--- config.mk ---
export PLATFORM = sky130hd
export DESIGN_NAME = cfg_unlock_ctrl
export DESIGN_NICKNAME = d
export VERILOG_FILES = /design/src/rtl/cfg_unlock_pkg.sv /design/src/rtl/cfg_key_seq.sv /design/src/rtl/cfg_reg_bank.sv /design/src/rtl/cfg_port_decode.sv /design/src/rtl/cfg_unlock_ctrl.sv
export SDC_FILE = /design/constraint.sdc
export NUM_CORES = 1
export LEC_CHECK = 0
export BUFFER_PORTS_ARGS = -buffer_cell sky130_fd_sc_hd__buf_2
export CAP_MARGIN = 0
export CORE_ASPECT_RATIO = 1.75
export CORE_MARGIN = 2
export CORE_UTILIZATION = 31
export CTS_CLUSTER_SIZE = 20
export DETAILED_ROUTE_END_ITERATION = 8
export GPL_ROUTABILITY_DRIVEN = 0
export MAX_ROUTING_LAYER = met4
export SLEW_MARGIN = 0
export SYNTH_ARGS = -nofsm -noshare
export SYNTH_HDL_FRONTEND = slang
export SYNTH_SLANG_ARGS = --single-unit
--- constraint.sdc ---
create_clock -name clk -period 2.3 [get_ports clk]
set_clock_uncertainty 0.2 [all_clocks]
set_input_delay 0.46 -clock clk [delete_from_list [all_inputs] [get_ports clk]]
set_output_delay 0.46 -clock clk [all_outputs]
set_load 0.01 [all_outputs]
--- src/rtl/cfg_unlock_pkg.sv ---
package cfg_unlock_pkg;

    localparam int ADDR_W     = 10;
    localparam int DATA_W     = 8;
    localparam int ID_W       = 4;
    localparam int REP_W      = 2;
    localparam int BASE_SHIFT = 2;
    localparam int BASE_W     = DATA_W + BASE_SHIFT;
    localparam int MODE_W     = 3;

    typedef logic [ADDR_W-1:0] addr_t;
    typedef logic [DATA_W-1:0] byte_t;

    typedef struct packed {
        logic  wr;
        logic  rd;
        addr_t addr;
        byte_t data;
    } bus_req_t;

    typedef enum logic [MODE_W-1:0] {
        PM_FLOPPY_EXT = 3'b000,
        PM_ADAPTER    = 3'b001,
        PM_DUAL_FDD   = 3'b010,
        PM_GAME       = 3'b011,
        PM_LEGACY     = 3'b100,
        PM_EPP_SPP    = 3'b101,
        PM_ECP        = 3'b110,
        PM_ECP_EPP    = 3'b111
    } port_mode_e;

    localparam addr_t LOW_ENTRY  = 10'h250;
    localparam addr_t LOW_INDEX  = 10'h251;
    localparam addr_t LOW_DATA   = 10'h252;
    localparam addr_t HIGH_ENTRY = 10'h3F0;
    localparam addr_t HIGH_INDEX = 10'h3F0;
    localparam addr_t HIGH_DATA  = 10'h3F1;

    localparam byte_t EXIT_CODE  = 8'hAA;
    localparam byte_t LOCKED_VAL = 8'hFF;

    localparam byte_t IDX_MODE   = 8'h00;
    localparam byte_t IDX_IDENT  = 8'h09;
    localparam byte_t IDX_KSTRAP = 8'h0C;
    localparam byte_t IDX_ASTRAP = 8'h16;
    localparam byte_t IDX_BASE   = 8'h23;

    localparam int KSTRAP_BIT  = 5;
    localparam int ASTRAP_BIT  = 0;
    localparam int MODE_HI_BIT = 5;

    function automatic addr_t entry_addr(input logic hi);
        return hi ? HIGH_ENTRY : LOW_ENTRY;
    endfunction

    function automatic addr_t index_addr(input logic hi);
        return hi ? HIGH_INDEX : LOW_INDEX;
    endfunction

    function automatic addr_t data_addr(input logic hi);
        return hi ? HIGH_DATA : LOW_DATA;
    endfunction

    function automatic byte_t unlock_key(input logic hi, input logic ks);
        case ({hi, ks})
            2'b01:   return 8'h89;
            2'b10:   return 8'h86;
            2'b11:   return 8'h87;
            default: return 8'h88;
        endcase
    endfunction

    function automatic logic [REP_W-1:0] unlock_reps(input logic hi);
        return hi ? REP_W'(2) : REP_W'(1);
    endfunction

    function automatic logic mode_is_parallel(input port_mode_e m);
        return (m == PM_EPP_SPP) || (m == PM_ECP) || (m == PM_ECP_EPP);
    endfunction

endpackage

--- src/rtl/cfg_key_seq.sv ---
module cfg_key_seq
    import cfg_unlock_pkg::*;
(
    input  logic     clk,
    input  logic     rst,
    input  logic     hi_sel,
    input  logic     key_sel,
    input  bus_req_t req,
    output logic     unlocked
);
    logic [REP_W-1:0] match_cnt;
    logic [REP_W-1:0] cnt_next;
    logic             entry_wr;
    logic             key_ok;

    assign entry_wr = req.wr && (req.addr == entry_addr(hi_sel));
    assign key_ok   = (req.data == unlock_key(hi_sel, key_sel));
    assign cnt_next = match_cnt + REP_W'(1);

    always_ff @(posedge clk) begin
        if (rst) begin
            unlocked  <= 1'b0;
            match_cnt <= '0;
        end else if (!unlocked) begin
            if (entry_wr) begin
                if (!key_ok) begin
                    match_cnt <= '0;
                end else if (cnt_next == unlock_reps(hi_sel)) begin
                    unlocked  <= 1'b1;
                    match_cnt <= '0;
                end else begin
                    match_cnt <= cnt_next;
                end
            end
        end else if (entry_wr && (req.data == EXIT_CODE)) begin
            unlocked  <= 1'b0;
            match_cnt <= '0;
        end
    end
endmodule

--- src/rtl/cfg_reg_bank.sv ---
module cfg_reg_bank
    import cfg_unlock_pkg::*;
#(
    parameter logic [ID_W-1:0] CHIP_ID = 4'hA
) (
    input  logic              clk,
    input  logic              rst,
    input  logic              idx_wr,
    input  logic              dat_wr,
    input  byte_t             wdata,
    input  logic              hi_sel,
    input  logic              key_sel,
    output byte_t             index_q,
    output byte_t             sel_val,
    output port_mode_e        mode_code,
    output byte_t             base_div4
);
    localparam int HI_NIB_W = DATA_W - ID_W;

    byte_t               r_mode;
    logic [HI_NIB_W-1:0] r_ident_hi;
    byte_t               r_base;

    always_ff @(posedge clk) begin
        if (rst) begin
            index_q    <= '0;
            r_mode     <= '0;
            r_ident_hi <= '0;
            r_base     <= '0;
        end else begin
            if (idx_wr) begin
                index_q <= wdata;
            end
            if (dat_wr) begin
                case (index_q)
                    IDX_MODE:  r_mode     <= wdata;
                    IDX_IDENT: r_ident_hi <= wdata[DATA_W-1:ID_W];
                    IDX_BASE:  r_base     <= wdata;
                    default:   ;
                endcase
            end
        end
    end

    always_comb begin
        sel_val = '0;
        case (index_q)
            IDX_MODE:   sel_val = r_mode;
            IDX_IDENT:  sel_val = {r_ident_hi, CHIP_ID};
            IDX_KSTRAP: sel_val[KSTRAP_BIT] = key_sel;
            IDX_ASTRAP: sel_val[ASTRAP_BIT] = hi_sel;
            IDX_BASE:   sel_val = r_base;
            default:    sel_val = '0;
        endcase
    end

    assign mode_code = port_mode_e'({r_ident_hi[MODE_HI_BIT-ID_W], r_mode[1:0]});
    assign base_div4 = r_base;
endmodule

--- src/rtl/cfg_port_decode.sv ---
module cfg_port_decode
    import cfg_unlock_pkg::*;
(
    input  port_mode_e        mode_code,
    input  byte_t             base_div4,
    output logic [BASE_W-1:0] port_base,
    output logic [MODE_W-1:0] port_mode,
    output logic              decode_en
);
    assign port_base = {base_div4, {BASE_SHIFT{1'b0}}};
    assign port_mode = mode_code;
    assign decode_en = mode_is_parallel(mode_code) && (base_div4 != '0);
endmodule

--- src/rtl/cfg_unlock_ctrl.sv ---
module cfg_unlock_ctrl
    import cfg_unlock_pkg::*;
#(
    parameter logic [ID_W-1:0] CHIP_ID = 4'hA
) (
    input  logic              clk,
    input  logic              rst,
    input  logic              strap_hi_addr,
    input  logic              strap_key_sel,
    input  logic              bus_wr,
    input  logic              bus_rd,
    input  logic [ADDR_W-1:0] bus_addr,
    input  logic [DATA_W-1:0] bus_wdata,
    output logic [DATA_W-1:0] bus_rdata,
    output logic [BASE_W-1:0] pp_base,
    output logic [MODE_W-1:0] pp_mode,
    output logic              pp_decode_en
);
    bus_req_t   req;
    logic       unlocked;
    logic       exit_hit;
    logic       idx_wr;
    logic       dat_wr;
    byte_t      index_q;
    byte_t      sel_val;
    port_mode_e mode_code;
    byte_t      base_div4;

    assign req = '{wr: bus_wr, rd: bus_rd, addr: bus_addr, data: bus_wdata};

    cfg_key_seq u_key (
        .clk      (clk),
        .rst      (rst),
        .hi_sel   (strap_hi_addr),
        .key_sel  (strap_key_sel),
        .req      (req),
        .unlocked (unlocked)
    );

    // exit takes priority over an index write on a shared address
    assign exit_hit = req.wr && (req.addr == entry_addr(strap_hi_addr))
                      && (req.data == EXIT_CODE);
    assign idx_wr   = unlocked && req.wr && !exit_hit
                      && (req.addr == index_addr(strap_hi_addr));
    assign dat_wr   = unlocked && req.wr
                      && (req.addr == data_addr(strap_hi_addr));

    cfg_reg_bank #(.CHIP_ID(CHIP_ID)) u_bank (
        .clk       (clk),
        .rst       (rst),
        .idx_wr    (idx_wr),
        .dat_wr    (dat_wr),
        .wdata     (req.data),
        .hi_sel    (strap_hi_addr),
        .key_sel   (strap_key_sel),
        .index_q   (index_q),
        .sel_val   (sel_val),
        .mode_code (mode_code),
        .base_div4 (base_div4)
    );

    cfg_port_decode u_dec (
        .mode_code (mode_code),
        .base_div4 (base_div4),
        .port_base (pp_base),
        .port_mode (pp_mode),
        .decode_en (pp_decode_en)
    );

    always_ff @(posedge clk) begin
        if (rst) begin
            bus_rdata <= LOCKED_VAL;
        end else if (req.rd) begin
            if (unlocked && (req.addr == data_addr(strap_hi_addr))) begin
                bus_rdata <= sel_val;
            end else if (unlocked && (req.addr == index_addr(strap_hi_addr))) begin
                bus_rdata <= index_q;
            end else begin
                bus_rdata <= LOCKED_VAL;
            end
        end
    end
endmodule

# --- Word level (Yosys, flattened, before mapping) ---
# Cells that the tools add are included.
totals:
  regBits: 39
  wordCells: 65
classes:
  addsub: 1
  n_eq_ne: 17
  n_mux: 21
  reduce_logical: 19
ops:
  columns: ["op", "n"]
  rows:
  - ["$eq A10 B10 Y1", 3]
  - ["$mux W9", 3]
  - ["$pmux W4 S3", 2]
  - ["$eq A8 B4 Y1 const B", 2]
  - ["$mux W8", 2]
  - ["$mux W2", 6]
  - ["$eq A3 B3 Y1 const B", 3]
  - ["$logic_and A1 B1 Y1", 9]
  - ["$eq A8 B5 Y1 const B", 1]
  - ["$eq A8 B6 Y1 const B", 1]
  - ["$eq A8 B8 Y1", 1]
  - ["$eq A8 B8 Y1 const B", 1]
  - ["$logic_not A8 Y1", 1]
  - ["$reduce_and A2 Y1", 4]
  - ["$reduce_bool A8 Y1", 1]
  - ["$pmux W2 S3", 1]
  - ["$mux W1", 5]
  - ["$eq A2 B2 Y1 const B", 2]
  - ["$pmux W1 S4", 1]
  - ["$pmux W1 S3", 1]
  - ["$add A2 B1 Y2 const B", 1]
  - ["$eq A2 B1 Y1 const B", 1]
  - ["$eq A2 B2 Y1", 1]
  - ["$logic_or A1 B1 Y1", 2]
  - ["other kinds (3)", 3]

# --- Longest topological paths before layout ---
# Gate-level depths: netlist of the first run.
logic_depth:
  word_depth: 7
  ltp_mapped: 7
  depth_no_buf: 4

# --- Cells and area by module ---
# Synthesis of the first run repeated with hierarchy kept, for this count alone.
unflattened:
  hier_cells: 252
  area_unflattened_um2: 2403.6
modules_own_cells:
  columns: ["module", "n_inst", "cells_per_inst", "area_each_um2"]
  rows:
  - ["cfg_reg_bank", 1, 138, 1417.6]
  - ["cfg_unlock_ctrl", 1, 64, 564.3]
  - ["cfg_key_seq", 1, 32, 297.8]
  - ["cfg_port_decode", 1, 18, 123.9]

# --- Worst setup path after synthesis of the first run ---
# Ideal clock, no wire load.
synth_timing:
  path_kind: "in2reg"
  startpoint: "input port strap_hi_addr"
  endpoint: "register u_bank.index_q[4]"
  setup_time_ns: 0.121
  t_arrival_ns: 1.900
  slack_ns: 0.079
  cell_stages: 6
  path_buffers: 2
  path_cell_list: "buf_6 nor4_4 o211ai_4 or4b_4 buf_6 mux2i_1"
synth_via:
  elab_chain_len: 7
synth_rtl:
  columns: ["item", "line", "source"]
  rows:
  - ["start, declared", "cfg_unlock_ctrl.sv:8", "input logic strap_hi_addr,"]
  - ["$mux W9", "cfg_unlock_pkg.sv:53", "return hi ? HIGH_ENTRY : LOW_ENTRY;"]
  - ["$eq A10 B10 Y1", "cfg_unlock_ctrl.sv:41", "assign exit_hit = req.wr && (req.addr == entry_addr(strap_hi_addr))"]
  - ["$logic_and A1 B1 Y1", "cfg_unlock_ctrl.sv:41", null]
  - ["$logic_and A1 B1 Y1", "cfg_unlock_ctrl.sv:42", "&& (req.data == EXIT_CODE);"]
  - ["$logic_not A1 Y1", "cfg_unlock_ctrl.sv:43", "assign idx_wr = unlocked && req.wr && !exit_hit"]
  - ["$logic_and A1 B1 Y1", "cfg_unlock_ctrl.sv:43", null]
  - ["$logic_and A1 B1 Y1 *", "cfg_unlock_ctrl.sv:44", "&& (req.addr == index_addr(strap_hi_addr));"]
  - ["end signal, assigned", "cfg_reg_bank.sv:32", "index_q <= wdata;"]
  - ["end, declared", "cfg_reg_bank.sv:13", "output byte_t index_q,"]
# Mark *: on every way between the ends. The rest lies on a longest branch, timed or not.
# A chain may end at the register's enable or synchronous reset.

# --- Final worst setup path of the first run ---
layout_timing:
  startpoint: "register u_bank.index_q[1]"
  endpoint: "register bus_rdata[6]"
layout_via:
  elab_chain_len: 3
layout_rtl:
  columns: ["item", "line", "source"]
  rows:
  - ["$eq A8 B6 Y1 (tied with other cells)", "cfg_reg_bank.sv:47", "case (index_q)"]
  - ["$pmux W2 S3 *", "cfg_reg_bank.sv:47", null]
  - ["$mux W8 *", "cfg_unlock_ctrl.sv:74", "if (unlocked && (req.addr == data_addr(strap_hi_addr))) begin"]
  - ["end signal, assigned", "cfg_unlock_ctrl.sv:75", "bus_rdata <= sel_val;"]
  - ["end signal, assigned", "cfg_unlock_ctrl.sv:77", "bus_rdata <= index_q;"]
  - ["end, declared", "cfg_unlock_ctrl.sv:14", "output logic [DATA_W-1:0] bus_rdata,"]
# Marks and branches as above.

==> results of run 1 <==
-- critical path, delay by kind of cell (launching register included) --
kind	cells	cell delay [ps]
and+or+nand+nor	2	970
DFF	1	420
AOI/OAI and AO/OA	2	370
-- cell families (layout without fill, tap and decap cells) --
kind of cell | after synthesis | after routing
other | 1 | 2
and+or+nand+nor | 98 | 98
xor gates and xnor gates | 3 | 3
AOI/OAI and AO/OA | 53 | 53
muxes | 28 | 28
DFF | 39 | 39
buffers and inverters | 28 | 72
-- registers in the layout, summed over array words and instances (netlist names) --
register,count
u_bank.r_mode,8
bus_rdata,8
u_bank.index_q,8
u_bank.base_div4,8
u_bank.r_ident_hi,4
u_key.match_cnt,2
u_key.unlocked,1
-- routing by layer --
layer  global-route usage  vias up  routed length [um]
met4                0.114        0                 341
met5                    -        -                   0
met1                0.167      985                2430
li1                     -     1019                   -
met3               0.0313       16                 282
met2                0.289       60                3340
-- worst max path at each step --
stage | start | to | slack (ps) | cells after the start
global placement | strap_hi_addr | u_bank.index_q[6] | -10 | 6
CTS | u_bank.index_q[1] | bus_rdata[6] | 230 | 4
detailed placement | strap_hi_addr | u_bank.index_q[2] | -50 | 6
finish | u_bank.index_q[1] | bus_rdata[6] | 240 | 4
floorplan | strap_hi_addr | u_bank.index_q[4] | 80 | 6
global route | u_key.unlocked | bus_rdata[1] | 90 | 5
-- area by class of cell --
type / count / area, um2
Fill cell: 745 / 4480
Tap cell: 86 / 108
Multi-Input combinational cell: 184 / 1420
Clock buffer: 6 / 129
Inverter: 8 / 30.0
Timing Repair Buffer: 58 / 340
Sequential cell: 39 / 781
-- where the power goes --
part | leakage [nW] | total [mW] | switching (mW) | internal (mW)
combinational | 0.737 | 0.117 | 0.0677 | 0.0495
sequential | 0.315 | 0.682 | 0.00180 | 0.680
clock | 0.0628 | 0.647 | 0.257 | 0.390
-- placed cells by master (no fill, tap or decap), types with 2 or more instances in the layout --
master     instances
nor2_1             4
nand4_1            3
clkbuf_16          5
or4b_2             3
nor2b_1            5
a22o_1             5
buf_4             14
buf_2             43
o31ai_1            5
a22oi_1            3
a21o_1             3
dfxtp_1           39
or4_1              3
nand4b_1           2
or3_1              5
mux2i_1           28
o2111ai_1          2
a21oi_1           10
nand2b_1          38
nor3_1             5
o21ai_0            8
a211oi_1           2
and4b_1            2
conb_1             2
and3_1             2
inv_1              8
nand3_1            5
nor4_1             7
xor2_1             3
a2111oi_0          4
==> run summary, run 1 <==
Vias per cell: 5.46
Main synth FF type: dfxtp_1
Total GRT Usage: 0.167
Number of flops mapped to enable cells by yosys: 0
Top cell type's share of synthesized area: 0.334
Clock latency on the worst-skew pair: 290 ps
Register area share after synthesis: 0.334
Post-Synth Simple-Gate Area: 0.296
Cell area after synthesis: 0.00234 mm2
Worst Path Arrival: 2050 ps
Cells after synthesis: 250
Post_cts resized: 0
Avg Inst Size Synth: 9.34 um2
Post-CTS Repair Setup Buffers: 0
Synth Area in XOR/XNOR: 0.0112
DIE AREA: 0.00827 mm2
Final setup viols: 0
Crit Path Max Fanout: 11
Area growth syn-to-layout: 20.0%
Hold EP: bus_rdata[1]
Tmin final: 2060 ps
Fraction of layout cells with a size suffix above 1: 0.254
Most frequent cell after synthesis: dfxtp_1
Cell breakdown of the critical path: or4_1 > nor3_1 > a21oi_1 > a211oi_1
Die Ht: 119 um
R2R depth: 4
Data required, critical path: 2290 ps
DP Cell Count: 375
Max_slew headroom: 0.528
H-tree levels: 2
Antenna Cells: 0
Fmax: 485 MHz
Total CTS buffers: 5
TritonCTS clock tree: built
Top post-synthesis cells by count: 39 x dfxtp_1, 38 x nand2b_1, 28 x mux2i_1
CTS Buffer Depth: 2
Leakage: 1.12 nW
FF-to-FF Start: u_bank.index_q[1]
Crit path launch type: flip-flop
Routed Antenna Nets: 0
Clk sinks: 39
Die outline width: 69.6 um
Fin crit share: 0.896
Worst setup EP type: flip-flop
Hold depth: 2
FP Rows: 41
Final Non-Filler Cells: 381
Post-layout util: 0.385
Drt pass-1 iters: 4
Top post-synthesis cells by area: dfxtp_1 33%, mux2i_1 12%, nand2b_1 10%
Largest net degree at the start of global routing: 52
Hold-fix buffers, CTS: 0
Via Count: 2080
RR Endpoint: bus_rdata[6]
YS warnings: 0
Final hold violations: 0
Main combinational cell family by area after synthesis: simple AND/OR/NAND/NOR gates
Setup TNS: 0 ps
Adder-cell share of the synthesized area: 0
I/O pins: 46
Initial DRC count: 60
WL final: 6390 um
Flops & latches, synth: 39
Worst VDD drop: 238 uV
# nets final: 320
RSZ-0062 raised after global routing: no
Startpoint of the worst hold path: bus_rdata[1]
Crit-path slowest cell: or4_1
Worst min-delay path category: reg2reg
Cell Area, Placed: 0.00268 mm2
Number of library cell types mapped by synthesis: 56
Finished Cell Area: 0.00280 mm2
Post-DP HPWL: 5050 um
Max-slew violation count: 0
Flop2flop setup slack: 240 ps
Status: completed
Vias in the first global route: 2149
Drc violations: 0
GRT overflow: 0
CP max stage delay: 620 ps
First-pass GRT wire length: 10600 um
Initial antenna violation count: 0
Largest area contributor in the netlist: dfxtp_1
# Max-Cap Violations: 0
Setup ws final: 239 ps
Pwr dens: 516 mW/mm2
Crit Path Class: reg2reg
Total power: 1.45 mW
Core Area: 0.00728 mm2
Synth Area in Compound Gates: 0.176
Worst Tran Pin Value: 707 ps
Async SR Flop Fraction: 0
Port Buffers: 43
Worst hold slack: 266 ps
Post-Place Setup Slack: -45.5 ps
Multiplexer share of the synthesized area: 0.120
Starting Density: 0.321
Wire length per cell: 16.8 um
Reg clk slew, reported paths: 60 ps
Clk root buf: clkbuf_16
No activity file was read; power rests on OpenSTA's default activity.
==> inputs of run 2 (changes only) <==
GPL_TIMING_DRIVEN = 0   (was unset)
==> run summary, run 2 (synthesis gave the netlist of run 1 again) <==
Status: completed (unchanged)
First-pass GRT wire length: 11000 um (was 10600 um)
Final hold violations: 0 (unchanged)
Fin crit share: 0.949 (was 0.896)
Initial DRC count: 130 (was 60)
Die Ht: 119 um (unchanged)
Data required, critical path: 2260 ps (was 2290 ps)
Fraction of layout cells with a size suffix above 1: 0.246 (was 0.254)
Vias per cell: 5.47 (was 5.46)
I/O pins: 46 (unchanged)
Max_slew headroom: 0.609 (was 0.528)
Tmin final: 2180 ps (was 2060 ps)
Area occupied by multi-input gates: 0.00144 mm2 (was 0.00142 mm2)
Worst Tran Pin Value: 587 ps (was 707 ps)
Port Buffers: 41 (was 43)
Final setup viols: 0 (unchanged)
Worst min-delay path category: reg2reg (unchanged)
Via Count: 2115 (was 2080)
Most frequent cells in the layout: 44 x buf_2, 39 x dfxtp_1, 38 x nand2b_1 (was 43 x buf_2, 39 x dfxtp_1, 38 x nand2b_1)
Worst Path Buf+Inv: 1 (was 0)
Crit path launch type: flip-flop (unchanged)
Worst VDD drop: 264 uV (was 238 uV)
Worst hold slack: 265 ps (was 266 ps)
CP max stage delay: 480 ps (was 620 ps)
Crit-path slowest cell: a2111oi_0 (was or4_1)
Max-slew violation count: 0 (unchanged)
Clock latency on the worst-skew pair: 290 ps (about the same)
Worst Path Arrival: 2140 ps (was 2050 ps)
Drc violations: 0 (unchanged)
Largest net degree at the start of global routing: 13 (was 52)
Pwr dens: 540 mW/mm2 (was 516 mW/mm2)
Clk sinks: 39 (unchanged)
Total power: 1.55 mW (was 1.45 mW)
Reg clk slew, reported paths: 60 ps (about the same)
Starting Density: 0.321 (unchanged)
Vias in the first global route: 2110 (was 2149)
Most common cell after layout, fill and taps aside: buf_2 (unchanged)
Die outline width: 69.6 um (unchanged)
Routed Antenna Nets: 0 (unchanged)
Area growth syn-to-layout: 22.4% (was 20.0%)
Total CTS buffers: 5 (unchanged)
Initial antenna violation count: 0 (unchanged)
Setup TNS: 0 ps (unchanged)
Worst setup EP type: flip-flop (unchanged)
Crit Path Max Fanout: 10 (was 11)
GRT overflow: 0 (unchanged)
WL final: 6600 um (was 6390 um)
Kind of cell adding the most delay to the critical path: compound AO/OA/AOI/OAI gates (was simple AND/OR/NAND/NOR gates)
Fmax: 458 MHz (was 485 MHz)
Post-DP HPWL: 5120 um (was 5050 um)
FILL cells: 760 (was 745)
Leakage: 1.14 nW (was 1.12 nW)
Core Area: 0.00728 mm2 (unchanged)
Wire length per cell: 17.0 um (was 16.8 um)
DIE AREA: 0.00827 mm2 (unchanged)
H-tree levels: 2 (unchanged)
CTS Buffer Depth: 2 (unchanged)
FP Rows: 41 (unchanged)
Drt pass-1 iters: 4 (unchanged)
# nets final: 324 (was 320)
Cell breakdown of the critical path: nand4_1 > or3_1 > clkbuf_1 > a2111oi_0 > o21ai_0 (was or4_1 > nor3_1 > a21oi_1 > a211oi_1)
Clk root buf: clkbuf_16 (unchanged)
TritonCTS clock tree: built (unchanged)
RSZ-0062 raised after global routing: yes (was no)
Register area: 781 um2 (unchanged)
# Max-Cap Violations: 0 (unchanged)
Antenna Cells: 0 (unchanged)
Crit Path Class: reg2reg (unchanged)
Total GRT Usage: 0.174 (was 0.167)
Post-layout util: 0.393 (was 0.385)
-- run 2: what timing repair did --
action	CTS	global route
hold buffers	0	0
pin swaps	1	0
buffers inserted	1	0
endpoints found under the setup margin	8	7
gates resized for setup	2	3
-- run 2: routing by layer --
metal | up-vias | wire, um | share of wire | GRT usage
met5 | - | 0 | 0 | -
met4 | 0 | 189 | 0.029 | 0.0781
met3 | 14 | 307 | 0.047 | 0.0262
met2 | 72 | 3590 | 0.54 | 0.322
met1 | 1002 | 2510 | 0.38 | 0.178
li1 | 1027 | - | - | -
-- run 2: cell type report --
cell class              count  share of cell area
multi-input cells         184               0.505
flip-flops and latches     39               0.273
plain buffers              20              0.0394
inverters                   8              0.0105
clock buffers               7              0.0534
well taps                  86              0.0376
clock inverters             1             0.00262
repair buffers             42              0.0787
-- run 2: final timing paths --
| kind | startpoint | to | slack (ps) | cells after the start |
|---|---|---|---|---|
| min reg2reg | bus_rdata[3] | bus_rdata[3] | 270 | 2 |
| min | bus_rdata[3] | bus_rdata[3] | 270 | 2 |
| max | u_key.unlocked | bus_rdata[3] | 120 | 5 |
| max reg2reg | u_key.unlocked | bus_rdata[3] | 120 | 5 |
-- run 2: tightest hold or removal path, stage by stage, from the launching register on --
cell and delay (ps):
dfxtp_1 320, a21oi_1 60, o21ai_0 60
-- run 2: power breakdown --
group	internal, mW	switching [mW]
Clock	0.461	0.281
Sequential	0.680	0.00171
Combinational	0.0511	0.0706
-- run 2: metrics by stage --
step | instance area [um2] | setup WS, ps | instances
after floorplan | 2340 | 79.4 | 251
after detailed placement | 2650 | -170 | 378
final | 2860 | 116 | 387
after global placement | 2650 | -130 | 378
after CTS | 2850 | 21.0 | 387
after global routing | 2860 | -86.0 | 387
==> inputs of run 3 (changes only) <==
CORE_MARGIN = 4   (was 2)
RECOVER_POWER = 25   (was unset)
==> run summary, run 3 (synthesis gave the netlist of run 1 again) <==
RSZ-0062 raised after global routing: yes (unchanged)
Worst Path Arrival: 2290 ps (was 2140 ps)
Cell breakdown of the critical path: nand4_1 > or3_1 > clkbuf_1 > nor3_2 > mux2i_1 (was nand4_1 > or3_1 > clkbuf_1 > a2111oi_0 > o21ai_0)
Drt pass-1 iters: 4 (unchanged)
Gate power share: 0.074 (was 0.079)
Starting Density: 0.321 (unchanged)
Drc violations: 0 (unchanged)
Post-DP HPWL: 5340 um (was 5120 um)
Worst Path Buf+Inv: 1 (unchanged)
Clock latency on the worst-skew pair: 280 ps (was 290 ps)
Core Area: 0.00728 mm2 (unchanged)
Kind of cell adding the most delay to the critical path: simple AND/OR/NAND/NOR gates (was compound AO/OA/AOI/OAI gates)
Initial DRC count: 96 (was 130)
Seq pwr share: 0.421 (was 0.441)
Antenna Cells: 0 (unchanged)
Routed Antenna Nets: 0 (unchanged)
Switching share of power: 0.216 (was 0.229)
Crit path launch type: flip-flop (unchanged)
Die Ht: 123 um (was 119 um)
CTS Buffer Depth: 2 (unchanged)
Initial antenna violation count: 0 (unchanged)
CP max stage delay: 540 ps (was 480 ps)
Die outline width: 73.6 um (was 69.6 um)
Area growth syn-to-layout: 22.0% (was 22.4%)
Data required, critical path: 2310 ps (was 2260 ps)
Worst setup EP type: flip-flop (unchanged)
Setup TNS: 0 ps (unchanged)
Most frequent cells in the layout: 39 x dfxtp_1, 38 x nand2b_1, 31 x buf_2 (was 44 x buf_2, 39 x dfxtp_1, 38 x nand2b_1)
Max-slew violation count: 0 (unchanged)
WL final: 6740 um (was 6600 um)
Pwr dens: 568 mW/mm2 (was 540 mW/mm2)
GRT overflow: 0 (unchanged)
Worst min-delay path category: reg2reg (unchanged)
Final Non-Filler Cells: 387 (unchanged)
Crit Path Class: reg2reg (unchanged)
Fraction of layout cells with a size suffix above 1: 0.203 (was 0.246)
TritonCTS clock tree: built (unchanged)
Crit-path slowest cell: nor3_2 (was a2111oi_0)
Fmax: 439 MHz (was 458 MHz)
Leakage: 1.10 nW (was 1.14 nW)
H-tree levels: 2 (unchanged)
Clk network pwr share: 0.504 (was 0.480)
DIE AREA: 0.00904 mm2 (was 0.00827 mm2)
Tmin final: 2280 ps (was 2180 ps)
Net load switching power: 349 uW (was 353 uW)
Clk sinks: 39 (unchanged)
Worst VDD drop: 281 uV (was 264 uV)
# nets final: 324 (unchanged)
Wire length per cell: 17.4 um (was 17.0 um)
# Max-Cap Violations: 0 (unchanged)
Status: completed (unchanged)
Most common cell after layout, fill and taps aside: dfxtp_1 (was buf_2)
I/O pins: 46 (unchanged)
Reg clk slew, reported paths: 60 ps (about the same)
Total CTS buffers: 5 (unchanged)
Clk root buf: clkbuf_16 (unchanged)
Max_slew headroom: 0.632 (was 0.609)
FP Rows: 41 (unchanged)
Largest net degree at the start of global routing: 13 (unchanged)
Vias in the first global route: 2149 (was 2110)
Fin crit share: 0.991 (was 0.949)
Vias per cell: 5.42 (was 5.47)
Total power: 1.62 mW (was 1.55 mW)
Worst Tran Pin Value: 552 ps (was 587 ps)
Total GRT Usage: 0.162 (was 0.174)
Via Count: 2097 (was 2115)
DP Cell Count: 378 (unchanged)
First-pass GRT wire length: 10900 um (was 11000 um)
Final hold violations: 0 (unchanged)
Crit Path Max Fanout: 10 (unchanged)
Final setup viols: 0 (unchanged)
Port Buffers: 41 (unchanged)
Internal: 1.27 mW (was 1.19 mW)
## run 3: changes by cell type in the layout (fill, tap and decap cells not counted), sizes merged
cell,delta
clkinv,+1
clkinvlp,-1
bufinv,+1
buf,-13
clkbuf,+12
## run 3: what timing repair did
action,4_1_cts,5_1_grt
pin swaps,1,0
setup endpoints to repair,8,6
hold buffers,0,0
gates resized for setup,2,1
setup buffers,1,0
## run 3: power by group through the flow
stage | Sequential [mW] | Clock, mW | Combinational (mW)
global route | 0.682 | 0.853 | 0.134
global placement | 0.697 | 0 | 0.121
detailed placement | 0.697 | 0 | 0.123
finish | 0.682 | 0.816 | 0.120
CTS | 0.682 | 0.818 | 0.123
floorplan | 0.699 | 0 | 0.0660
## run 3: routing by layer
layer / wire (um) / vias to the layer above / GRT usage / part of all wire
met4: 213 / 0 / 0.0669 / 0.032
met2: 3720 / 66 / 0.299 / 0.55
li1: - / 1028 / - / -
met5: 0 / - / - / 0
met3: 321 / 18 / 0.0279 / 0.048
met1: 2490 / 985 / 0.162 / 0.37
## run 3: stage by stage
step / hold slack (ps) / setup WS, ps / util / area, um2
after floorplan: 244 / 79.4 / - / 2340
after global placement: 256 / -133 / 0.364 / 2650
after detailed placement: 261 / -186 / 0.364 / 2650
after CTS: 273 / 7.00 / 0.393 / 2860
after global routing: 297 / -111 / 0.391 / 2850
final: 273 / 21.0 / 0.391 / 2850
## run 3: layout make-up
type | instances | area [um2]
Fill cell | 758 | 4430
Multi-Input combinational cell | 184 | 1440
Sequential cell | 39 | 781
Timing Repair Buffer | 42 | 209
Clock buffer | 6 | 139
Buffer | 20 | 113
Tap cell | 86 | 108
Clock inverter | 2 | 35.0
Inverter | 8 | 30.0
## run 3: worst paths after layout
path / from / to / slack, ps / cells past startpoint
worst min register to register: u_bank.r_ident_hi[2] / u_bank.r_ident_hi[2] / 270 / 2
worst min-delay path: u_bank.r_ident_hi[2] / u_bank.r_ident_hi[2] / 270 / 2
worst max register to register: u_key.unlocked / u_bank.r_ident_hi[1] / 20 / 5
worst max-delay path: u_key.unlocked / u_bank.r_ident_hi[1] / 20 / 5
## run 3: worst min-delay path, delay by kind of cell, from the launching register on
kind	cells	cell delay (ps)
flip-flops	1	310
AND/OR/NAND/NOR	1	60
multiplexers	1	50
